[src/rtl/twin_timer_pkg.sv]
package twin_timer_pkg;

   localparam int DATA_W = 32;
   localparam int HALF_W = 16;
   localparam int NUM_CH = 2;
   localparam int ADDR_W = 12;

   // Control byte, bit 7 down to bit 0
   typedef struct packed {
      logic       run;
      logic       periodic;
      logic       irq_en;
      logic       rsvd;
      logic [1:0] div_sel;
      logic       wide;
      logic       single;
   } ctrl_t;

   localparam logic [7:0] CTRL_MASK = 8'hEF;
   localparam logic [7:0] CTRL_RST  = 8'h20;

   typedef enum logic [4:0] {
      OFS_RELOAD = 5'h00,
      OFS_COUNT  = 5'h04,
      OFS_CTRL   = 5'h08,
      OFS_CLEAR  = 5'h0C,
      OFS_RAW    = 5'h10,
      OFS_MASKED = 5'h14,
      OFS_BGND   = 5'h18
   } reg_ofs_e;

   localparam logic [ADDR_W-1:0] TEST_EN_ADDR  = 12'hF00;
   localparam logic [ADDR_W-1:0] TEST_OUT_ADDR = 12'hF04;
   localparam logic [ADDR_W-1:0] ID_BASE_ADDR  = 12'hFD0;

   // Replace only the low half when the counter is in 16-bit width
   function automatic logic [DATA_W-1:0] merge_width(input logic [DATA_W-1:0] old_v,
                                                     input logic [DATA_W-1:0] new_v,
                                                     input logic wide);
      return wide ? new_v : {old_v[DATA_W-1:HALF_W], new_v[HALF_W-1:0]};
   endfunction

endpackage

[src/rtl/twin_timer_presc.sv]
module twin_timer_presc #(
   parameter int PRE_A_LOG2 = 4,
   parameter int PRE_B_LOG2 = 8
) (
   input  logic       clk,
   input  logic       rst_n,
   input  logic       run,
   input  logic [1:0] div_sel,
   output logic       tick
);
   logic [PRE_B_LOG2-1:0] phase_q;

   always_ff @(posedge clk or negedge rst_n) begin
      if (!rst_n)    phase_q <= '0;
      else if (!run) phase_q <= '0;
      else           phase_q <= phase_q + 1'b1;
   end

   logic tap_a, tap_b;
   assign tap_a = &phase_q[PRE_A_LOG2-1:0];
   assign tap_b = &phase_q;

   always_comb begin
      unique case (div_sel)
         2'b00:   tick = run;
         2'b01:   tick = run & tap_a;
         default: tick = run & tap_b;
      endcase
   end
endmodule

[src/rtl/twin_timer_chan.sv]
module twin_timer_chan
   import twin_timer_pkg::*;
#(
   parameter int PRE_A_LOG2 = 4,
   parameter int PRE_B_LOG2 = 8
) (
   input  logic              clk,
   input  logic              rst_n,
   input  logic              wr_reload,
   input  logic              wr_bgnd,
   input  logic              wr_ctrl,
   input  logic              wr_clear,
   input  logic [DATA_W-1:0] wdata,
   output logic [DATA_W-1:0] reload_o,
   output logic [DATA_W-1:0] count_o,
   output ctrl_t             ctrl_o,
   output logic              flag_o
);
   logic [DATA_W-1:0] reload_q, count_q, count_n;
   ctrl_t             ctrl_q;
   logic              flag_q, tick;

   twin_timer_presc #(.PRE_A_LOG2(PRE_A_LOG2), .PRE_B_LOG2(PRE_B_LOG2)) u_presc (
      .clk     (clk),
      .rst_n   (rst_n),
      .run     (ctrl_q.run),
      .div_sel (ctrl_q.div_sel),
      .tick    (tick)
   );

   logic [DATA_W-1:0] view, dec, wrap_v;
   logic              at_zero, hit;

   assign view    = ctrl_q.wide ? count_q : {{HALF_W{1'b0}}, count_q[HALF_W-1:0]};
   assign at_zero = (view == '0);
   assign dec     = view - 1'b1;
   assign hit     = tick & ~at_zero & (dec == '0);

   always_comb begin
      if (ctrl_q.periodic)  wrap_v = reload_q;
      else                  wrap_v = '1;
   end

   always_comb begin
      count_n = count_q;
      if (wr_reload)
         count_n = merge_width(count_q, wdata, ctrl_q.wide);
      else if (tick) begin
         if (!at_zero)             count_n = merge_width(count_q, dec, ctrl_q.wide);
         else if (!ctrl_q.single)  count_n = merge_width(count_q, wrap_v, ctrl_q.wide);
      end
   end

   always_ff @(posedge clk or negedge rst_n) begin
      if (!rst_n) begin
         reload_q <= '0;
         count_q  <= '1;
         ctrl_q   <= ctrl_t'(CTRL_RST);
         flag_q   <= 1'b0;
      end else begin
         count_q <= count_n;
         if (wr_reload || wr_bgnd) reload_q <= wdata;
         if (wr_ctrl)              ctrl_q   <= ctrl_t'(wdata[7:0] & CTRL_MASK);
         if (hit)                  flag_q   <= 1'b1;
         else if (wr_clear)        flag_q   <= 1'b0;
      end
   end

   assign reload_o = reload_q;
   assign count_o  = count_q;
   assign ctrl_o   = ctrl_q;
   assign flag_o   = flag_q;
endmodule

[src/rtl/twin_timer_idrom.sv]
module twin_timer_idrom
   import twin_timer_pkg::*;
(
   input  logic [ADDR_W-1:0] addr,
   output logic              hit,
   output logic [7:0]        id_byte
);
   logic [ADDR_W-1:0] rel;
   logic [3:0]        idx;

   assign rel = addr - ID_BASE_ADDR;
   assign idx = rel[5:2];
   assign hit = (addr >= ID_BASE_ADDR) && (addr[1:0] == 2'b00);

   always_comb begin
      unique case (idx)
         4'd0:    id_byte = 8'h04;
         4'd4:    id_byte = 8'h23;
         4'd5:    id_byte = 8'hB8;
         4'd6:    id_byte = 8'h1B;
         4'd8:    id_byte = 8'h0D;
         4'd9:    id_byte = 8'hF0;
         4'd10:   id_byte = 8'h05;
         4'd11:   id_byte = 8'hB1;
         default: id_byte = 8'h00;
      endcase
   end
endmodule

[src/rtl/twin_timer_apb.sv]
module twin_timer_apb
   import twin_timer_pkg::*;
#(
   parameter int PRE_A_LOG2 = 4,
   parameter int PRE_B_LOG2 = 8
) (
   input  logic              pclk,
   input  logic              presetn,
   input  logic              psel,
   input  logic              penable,
   input  logic              pwrite,
   input  logic [ADDR_W-1:0] paddr,
   input  logic [DATA_W-1:0] pwdata,
   output logic [DATA_W-1:0] prdata,
   output logic [NUM_CH-1:0] chan_irq,
   output logic              any_irq
);
   localparam int CH_W  = (NUM_CH > 1) ? $clog2(NUM_CH) : 1;
   localparam int SEL_LO = 5 + CH_W;

   generate
      if (PRE_A_LOG2 < 1 || PRE_B_LOG2 <= PRE_A_LOG2)
         $error("twin_timer_apb: divider exponents must satisfy 1 <= A < B");
      if (NUM_CH != 2)
         $error("twin_timer_apb: window layout expects two channels");
   endgenerate

   logic            wr_en, in_ch;
   logic [CH_W-1:0] ch_idx;
   logic [4:0]      reg_ofs;

   assign wr_en   = psel & penable & pwrite;
   assign in_ch   = (paddr[ADDR_W-1:SEL_LO] == '0);
   assign ch_idx  = paddr[5 +: CH_W];
   assign reg_ofs = paddr[4:0];

   logic [DATA_W-1:0] reload_a [NUM_CH];
   logic [DATA_W-1:0] count_a  [NUM_CH];
   ctrl_t             ctrl_a   [NUM_CH];
   logic [NUM_CH-1:0] flag_q, masked;

   for (genvar i = 0; i < NUM_CH; i++) begin : g_ch
      logic hit_ch;
      assign hit_ch = wr_en & in_ch & (ch_idx == CH_W'(i));
      twin_timer_chan #(.PRE_A_LOG2(PRE_A_LOG2), .PRE_B_LOG2(PRE_B_LOG2)) u_chan (
         .clk       (pclk),
         .rst_n     (presetn),
         .wr_reload (hit_ch && reg_ofs == OFS_RELOAD),
         .wr_bgnd   (hit_ch && reg_ofs == OFS_BGND),
         .wr_ctrl   (hit_ch && reg_ofs == OFS_CTRL),
         .wr_clear  (hit_ch && reg_ofs == OFS_CLEAR),
         .wdata     (pwdata),
         .reload_o  (reload_a[i]),
         .count_o   (count_a[i]),
         .ctrl_o    (ctrl_a[i]),
         .flag_o    (flag_q[i])
      );
      assign masked[i] = flag_q[i] & ctrl_a[i].irq_en;
   end

   logic              itcr_q;
   logic [NUM_CH-1:0] itop_q;

   always_ff @(posedge pclk or negedge presetn) begin
      if (!presetn) begin
         itcr_q <= 1'b0;
         itop_q <= '0;
      end else if (wr_en) begin
         if (paddr == TEST_EN_ADDR)  itcr_q <= pwdata[0];
         if (paddr == TEST_OUT_ADDR) itop_q <= pwdata[NUM_CH-1:0];
      end
   end

   assign chan_irq = itcr_q ? itop_q : masked;
   assign any_irq  = |chan_irq;

   logic       id_hit;
   logic [7:0] id_byte;

   twin_timer_idrom u_idrom (
      .addr    (paddr),
      .hit     (id_hit),
      .id_byte (id_byte)
   );

   always_comb begin
      prdata = '0;
      if (in_ch) begin
         unique case (reg_ofs)
            OFS_RELOAD, OFS_BGND: prdata = reload_a[ch_idx];
            OFS_COUNT:            prdata = count_a[ch_idx];
            OFS_CTRL:             prdata = {{(DATA_W-8){1'b0}}, ctrl_a[ch_idx]};
            OFS_RAW:              prdata = {{(DATA_W-1){1'b0}}, flag_q[ch_idx]};
            OFS_MASKED:           prdata = {{(DATA_W-1){1'b0}}, masked[ch_idx]};
            default:              prdata = '0;
         endcase
      end else if (id_hit) begin
         prdata = {{(DATA_W-8){1'b0}}, id_byte};
      end
   end
endmodule

[config.mk]
export PLATFORM = sky130hd
export DESIGN_NAME = twin_timer_apb
export DESIGN_NICKNAME = d
export VERILOG_FILES = /design/src/rtl/twin_timer_pkg.sv /design/src/rtl/twin_timer_presc.sv /design/src/rtl/twin_timer_chan.sv /design/src/rtl/twin_timer_idrom.sv /design/src/rtl/twin_timer_apb.sv
export SDC_FILE = /design/constraint.sdc
export NUM_CORES = 1
export LEC_CHECK = 0
export BUFFER_PORTS_ARGS = -buffer_cell sky130_fd_sc_hd__buf_2
export CORE_ASPECT_RATIO = 0.7
export CORE_MARGIN = 4
export CORE_UTILIZATION = 24
export CTS_CLUSTER_DIAMETER = 30
export DETAILED_ROUTE_END_ITERATION = 8
export PLACE_DENSITY_LB_ADDON = 0.15
export SYNTH_ARGS = -nofsm -noshare
export SYNTH_HDL_FRONTEND = slang
export SYNTH_SLANG_ARGS = --single-unit
[constraint.sdc]
create_clock -name pclk -period 6.2 [get_ports pclk]
set_input_delay 0.31 -clock pclk [delete_from_list [all_inputs] [get_ports pclk]]
set_output_delay 0.31 -clock pclk [all_outputs]
set_load 0.02 [all_outputs]
# Yosys cells after proc, flatten, opt, wreduce, memory -nomap -nowiden
# Memories as Yosys holds them, arrays and structs flattened.
# Index checks and enable logic that the tools add are counted.
[op_classes] addsub=5 magnitude_cmp=3 eq_ne=14 n_mux=43 bitwise=19 reduce_logical=40
[op_table] operator="2-to-1 mux 32 bit" n=25
[op_table] operator="case mux 32 bit (5 select lines)" n=1
[op_table] operator="logical NOT 32 bit" n=4
[op_table] operator="subtractor 32 x 1 -> 32 bit (second input constant)" n=2
[op_table] operator="2-to-1 mux 8 bit" n=6
[op_table] operator="equality test 12 bit (second input constant)" n=2
[op_table] operator="adder 8 x 1 -> 8 bit (second input constant)" n=2
[op_table] operator="AND reduction 8 bit" n=2
[op_table] operator="nonzero test 2 bit" n=8
[op_table] operator="AND 1 bit" n=15
[op_table] operator="equality test 5 bit (second input constant)" n=3
[op_table] operator=">= comparator 12 bit (second input constant)" n=1
[op_table] operator="equality test 5 x 4 -> 1 bit (second input constant)" n=2
[op_table] operator="AND reduction 5 bit" n=2
[op_table] operator="logical AND 1 bit" n=9
[op_table] operator="2-to-1 mux 1 bit" n=8
[op_table] operator="AND reduction 2 bit" n=4
[op_table] operator="AND reduction 4 bit" n=2
[op_table] operator="logical NOT 2 bit" n=3
[op_table] operator="logical NOT 6 bit" n=1
[op_table] operator="!= test 3 x 2 -> 1 bit (second input constant)" n=2
[op_table] operator="subtractor 6 x 5 -> 6 bit (second input constant)" n=1
[op_table] operator="equality test 5 x 3 -> 1 bit (second input constant)" n=1
[op_table] operator="logical NOT 5 bit" n=1
[op_table] operator="10 further kinds" n=17
[word_totals] ff_bits=163 romBits=128 input_bits=49 wordCells=149 memories=1
[memory_table] name="(name not given)" depth=16 word_bits=8 read_ports=1 rd_clocked_by_memory_dff=0 wr=0 line_no="twin_timer_idrom.sv:16" text="unique case (idx)"

# Depth between registers and ports, before layout
[depth] depth_word=7 depth_mapped=11 mapped_depth_nobuf=9

# Modules after synthesis
# Synthesis repeated with hierarchy kept, for this count alone.
[unflattened] hier_cells=1313 area_unflattened_um2=11856.4
[by_module_without_submodules] module="twin_timer_chan at g_ch[0].u_chan" instances=1 cells_each=493 area_each_um2=4619.4
[by_module_without_submodules] module="twin_timer_chan at g_ch[1].u_chan" instances=1 cells_each=492 area_each_um2=4594.4
[by_module_without_submodules] module="twin_timer_apb" instances=1 cells_each=225 area_each_um2=1642.8
[by_module_without_submodules] module="twin_timer_presc" instances=2 cells_each=37 area_each_um2=386.6
[by_module_without_submodules] module="twin_timer_idrom" instances=1 cells_each=29 area_each_um2=226.5

# Worst setup path after synthesis
# No wires, ideal clock.
[synth_path] kind="flip-flop to flip-flop" start="register g_ch[1].u_chan.count_q[6]" end="register g_ch[1].u_chan.flag_q" arrival_time_ns=2.625 path_slack_ns=3.479 path_stages_with_launch=9 path_cell_list="dfstp_2 clkbuf_1 or4_1 or3_1 xnor2_1 or4b_1 nor4_1 nand4_1 o31ai_1"
[synth_via] elab_chain_len=6 elab_cells_between_ends=9
[synth_rtl] element="start: declaration" line_no="twin_timer_chan.sv:19" text="logic [DATA_W-1:0] reload_q, count_q, count_n;"
[synth_rtl] element="start signal: assignment" line_no="twin_timer_chan.sv:61" text="count_q <= count_n;"
[synth_rtl] element="2-to-1 mux 32 bit *" line_no="twin_timer_chan.sv:34" text="assign view = ctrl_q.wide ? count_q : {{HALF_W{1'b0}}, count_q[HALF_W-1:0]};"
[synth_rtl] element="branches (longest 3 deep; another with subtractor 32 x 1 -> 32 bit)"
[synth_rtl] element="AND 1 bit *" line_no="twin_timer_chan.sv:37" text="assign hit = tick & ~at_zero & (dec == '0);"
[synth_rtl] element="2-to-1 mux 1 bit / nonzero test 2 bit (equally long branches)"
[synth_rtl] element="end signal: assignment" line_no="twin_timer_chan.sv:59" text="flag_q <= 1'b0;"
[synth_rtl] element="end signal: assignment" line_no="twin_timer_chan.sv:64" text="if (hit) flag_q <= 1'b1;"
[synth_rtl] element="end signal: assignment" line_no="twin_timer_chan.sv:65" text="else if (wr_clear) flag_q <= 1'b0;"
[synth_rtl] element="end: declaration" line_no="twin_timer_chan.sv:21" text="logic flag_q, tick;"
# Every way passes the cells marked *.
# A chain may end at the register's enable or synchronous reset.

# Worst setup path after layout
[layout_path] start="register g_ch[1].u_chan.count_q[8]" end="register g_ch[1].u_chan.count_q[24]"
[layout_via] elab_chain_len=6 elab_cells_between_ends=10
[layout_rtl] element="2-to-1 mux 32 bit *" line_no="twin_timer_chan.sv:34"
[layout_rtl] element="subtractor 32 x 1 -> 32 bit" line_no="twin_timer_chan.sv:36" text="assign dec = view - 1'b1;"
[layout_rtl] element="2-to-1 mux 32 bit" line_no="twin_timer_pkg.sv:40" text="return wide ? new_v : {old_v[DATA_W-1:HALF_W], new_v[HALF_W-1:0]};"
[layout_rtl] element="2-to-1 mux 32 bit" line_no="twin_timer_chan.sv:49" text="if (!at_zero) count_n = merge_width(count_q, dec, ctrl_q.wide);"
[layout_rtl] element="2-to-1 mux 32 bit" line_no="twin_timer_chan.sv:48" text="else if (tick) begin"
[layout_rtl] element="2-to-1 mux 32 bit" line_no="twin_timer_chan.sv:46" text="if (wr_reload)"
# Every way passes the cells marked *; elsewhere a longest branch is shown, timed or not. The select of a mux whose other input is x is not followed.

==> metrics.md <==
| Metric | Value |
|---|---|
| Die width | between 200 and 300 um |
| Synth Area per Inst | 8.95 um2 |
| Critical path's slowest cell | nor2_1 |
| Number of H-tree levels | 4 |
| Seq/Total Area, Yosys | 36.7% |
| CTS tree | built |
| Cell mode on critical path | nor2_1 |
| Worst skew pair latency | 0.45 ns |
| Post-Route WL | 44100 um |
| Most common cell in the synthesized netlist | nand2_1 |
| I/O Pins | 84 |
| Inserted Clock Buffers | 17 |
| Period utilization | 62.2% |
| First-pass DRT Iterations | 5 |
| Final Critical Period | 3.86 ns |
| IO Port Bufs | 83 |
| Die Y | 190 um |
| Cell leakage power | 5.25 nW |
| Synth area leader | dfrtp_1 |
| Crit end category | flop |
| Syn Inst Count | approximately 1300 |
| Critical path class | flop to flop |
| GP Congestion | 0.852 |
| WL/cell | roughly 23 um |
| CP Cell Sequence | nor4_1, and3_1, and4_1, a21oi_1, nor2_1, nor2_1, mux2_2 |
| Max-Cap Viols | 0 |
| Worst setup path start | g_ch[1].u_chan.count_o[8] |
| P per Cell Area | 254 mW/mm2 |
| Pins over their slew limit | 0 |
| Worst Hold Launch | pwdata[17] |
| First-pass GRT wire length | 67700 um |
| Global-route usage over all layers | between 15 and 20% |
| Worst VDD drop | around 200 uV |
| Final Hold Fails | 0 |
| Flop pwr share | 34.4% |
| Count of cell types in the netlist | 80 |
| Relative slew slack | 19.5% |
| Post-DP HPWL | 32200 um |
| Sw power | 1.20 mW |
| Fill cells | ~5000 |
| Vias in the first global route | 10162 |
| Post-Route Utilization | 27.6% |
| CTS max path bufs | 2 |
| Clk pin slew, worst setup/hold paths | 0.07 ns |
| Vias per cell | between 5 and 6 |
| Combinational share of power | 32.8% |
| Synth warn | 0 |
| Initial Util | 24.3% |
| Status | complete, no violations |
| Synth top area share | 21.4% |
| Antenna violations before repair | 5 |
| Number of synthesized flops with an enable pin | 0 |
| Post-route ant nets | 0 |
| Mapped cell area | 0.0113 mm2 |
| Worst EP required | 6.58 ns |
| Startpoint types | flop |
| Reg2reg start | g_ch[1].u_chan.count_o[8] |
| Pint | 2.07 mW |
| Dominant synthesized flop cell | dfrtp_1 |
| Most frequent cells after synthesis | nand2_1 (115), dfrtp_1 (97), nor2_1 (96), clkbuf_1 (84), mux2_2 (79) |
| Async SR Flop Fraction | 100% |
| Largest net degree at the start of global routing | 65 |
| Initial DRC count | 1165 |
| CP max FO | 19 |
| Net count after synthesis | 1330 |
| Root Buffer | clkbuf_16 |
| CTS sink count | 163 |
| Layout area overhead | 13.5% |
| Largest stage delay on the critical path | approximately 0.8 ns |
| F_max | 259 MHz |
| Area contributors post-synth | dfrtp_1 (21%), dfstp_2 (15%), mux2_2 (7.9%) |
| Worst-Margin Slew | 1.20 ns |
| DRC | 0 |
| Clock Power Share | 32.8% |
| Setup bufs post-CTS | 0 |
| Via count | 10361 |
| Core area | 0.0466 mm2 |
| #FFs+latches synth | about 160 |
| Setup TNS | 0 ns |
| Die ar. | 0.0508 mm2 |
| Fraction of layout cells with a size suffix above 1 | 23.6% |
| Type of the worst min-delay path | input pin to flop |
| Skew final | 0.00925 ns |
| Crit path DAT | roughly 4.2 ns |
| Nets | 1347 |
| # rows | 66 |
| RSZ-0062 raised after global routing | no |
| # setup viols final | 0 |
| GR Overflow Total | 0 |
| Switch share | a little over a third |
through the flow:
step	std cells	hold WS (ns)	power [mW]	instance area, um2	setup slack (ns)
floorplan	1265	0.0144	1.90	11300	3.48
global placement	1874	0.334	2.22	12300	2.40
detailed placement	1874	0.331	2.21	12300	2.29
CTS	1907	0.119	3.29	12900	2.38
global route	1907	0.150	3.47	12900	1.99
finish	1909	0.152	3.27	12900	2.34
flip-flops by register name (all words and copies together), names as in the netlist:
name and cells:
itcr_q 1, g_ch.u_chan.ctrl_o 14, g_ch.u_chan.count_o 64, itop_q 2, g_ch.u_chan.reload_o 64, g_ch.u_chan.u_presc.phase_q 16
g_ch.u_chan.flag_o 2
cells by family (layout without fill, tap and decap cells):
family | after synthesis | count (layout) | synth area share, %
simple gates | 436 | 436 | 19.8
fa+ha+maj | 16 | 16 | 1.77
xor+xnor | 41 | 41 | 3.17
mux | 131 | 131 | 12.5
other cells | 0 | 2 | 0
buf+inv | 132 | 162 | 4.63
compound gates | 346 | 346 | 21.4
flops | 163 | 163 | 36.7
area by class of cell:
cell class / count / area (um2) / share of cell area [%]
well taps: 612 / 766 / 5.96
repair buffers: 103 / 577 / 4.49
diodes: 2 / 5.00 / 0.0389
clock inverters: 11 / 104 / 0.808
multi-input cells: 970 / 6670 / 51.9
inverters: 27 / 101 / 0.788
clock buffers: 21 / 470 / 3.66
flip-flops and latches: 163 / 4160 / 32.4
metal layers:
layer,share of wire [%],up-vias,track usage (%)
li1,-,4780,-
met1,52,5284,27.7
met3,5.2,28,3.01
met2,41,269,24.5
met5,0,-,0
met4,1.1,0,3.43
power by group through the flow:
| stage | sequential (mW) | clock, mW | combinational [mW] |
|---|---|---|---|
| finish | 1.12 | 1.07 | 1.07 |
| global placement | 1.14 | 0 | 1.08 |
| CTS | 1.12 | 1.10 | 1.07 |
| detailed placement | 1.14 | 0 | 1.07 |
| floorplan | 1.12 | 0 | 0.781 |
| global route | 1.13 | 1.15 | 1.19 |
path summary, 6_finish.rpt:
kind / slack [ns] / end / depth (start not counted)
worst max-delay path: 2.34 / g_ch[1].u_chan.count_o[24] / 7
worst min-delay path: 0.15 / g_ch[0].u_chan.count_o[17] / 3
worst max register to register: 2.34 / g_ch[1].u_chan.count_o[24] / 7
worst min register to register: 0.48 / g_ch[0].u_chan.u_presc.phase_q[0] / 1
max in group asynchronous: 4.56 / itop_q[0] / 3
min in group asynchronous: 0.41 / g_ch[0].u_chan.u_presc.phase_q[1] / 2
critical path, delay by kind of cell (launching register included):
kind	cells	cell delay, ns
compound gates	1	0.23
flops	1	0.41
mux	1	0.36
simple gates	5	2.77
repair_timing:
action,in CTS,in global routing
gates resized for setup,0,0
hold buffers,1,0
endpoints found under the hold margin,35,0
endpoints found under the setup margin,0,0
layout by cell type, fill, tap and decap left out, types with 35 or more instances in the layout:
| cell | instances |
|---|---|
| buf_2 | 81 |
| mux2_2 | 79 |
| dfstp_2 | 66 |
| nor3_1 | 35 |
| nor2_1 | 94 |
| nand2_1 | 115 |
| a21oi_1 | 56 |
| dfrtp_1 | 97 |
| mux2i_1 | 52 |
| o21ai_0 | 70 |
Note: power is estimated with default switching activity, not from simulation.
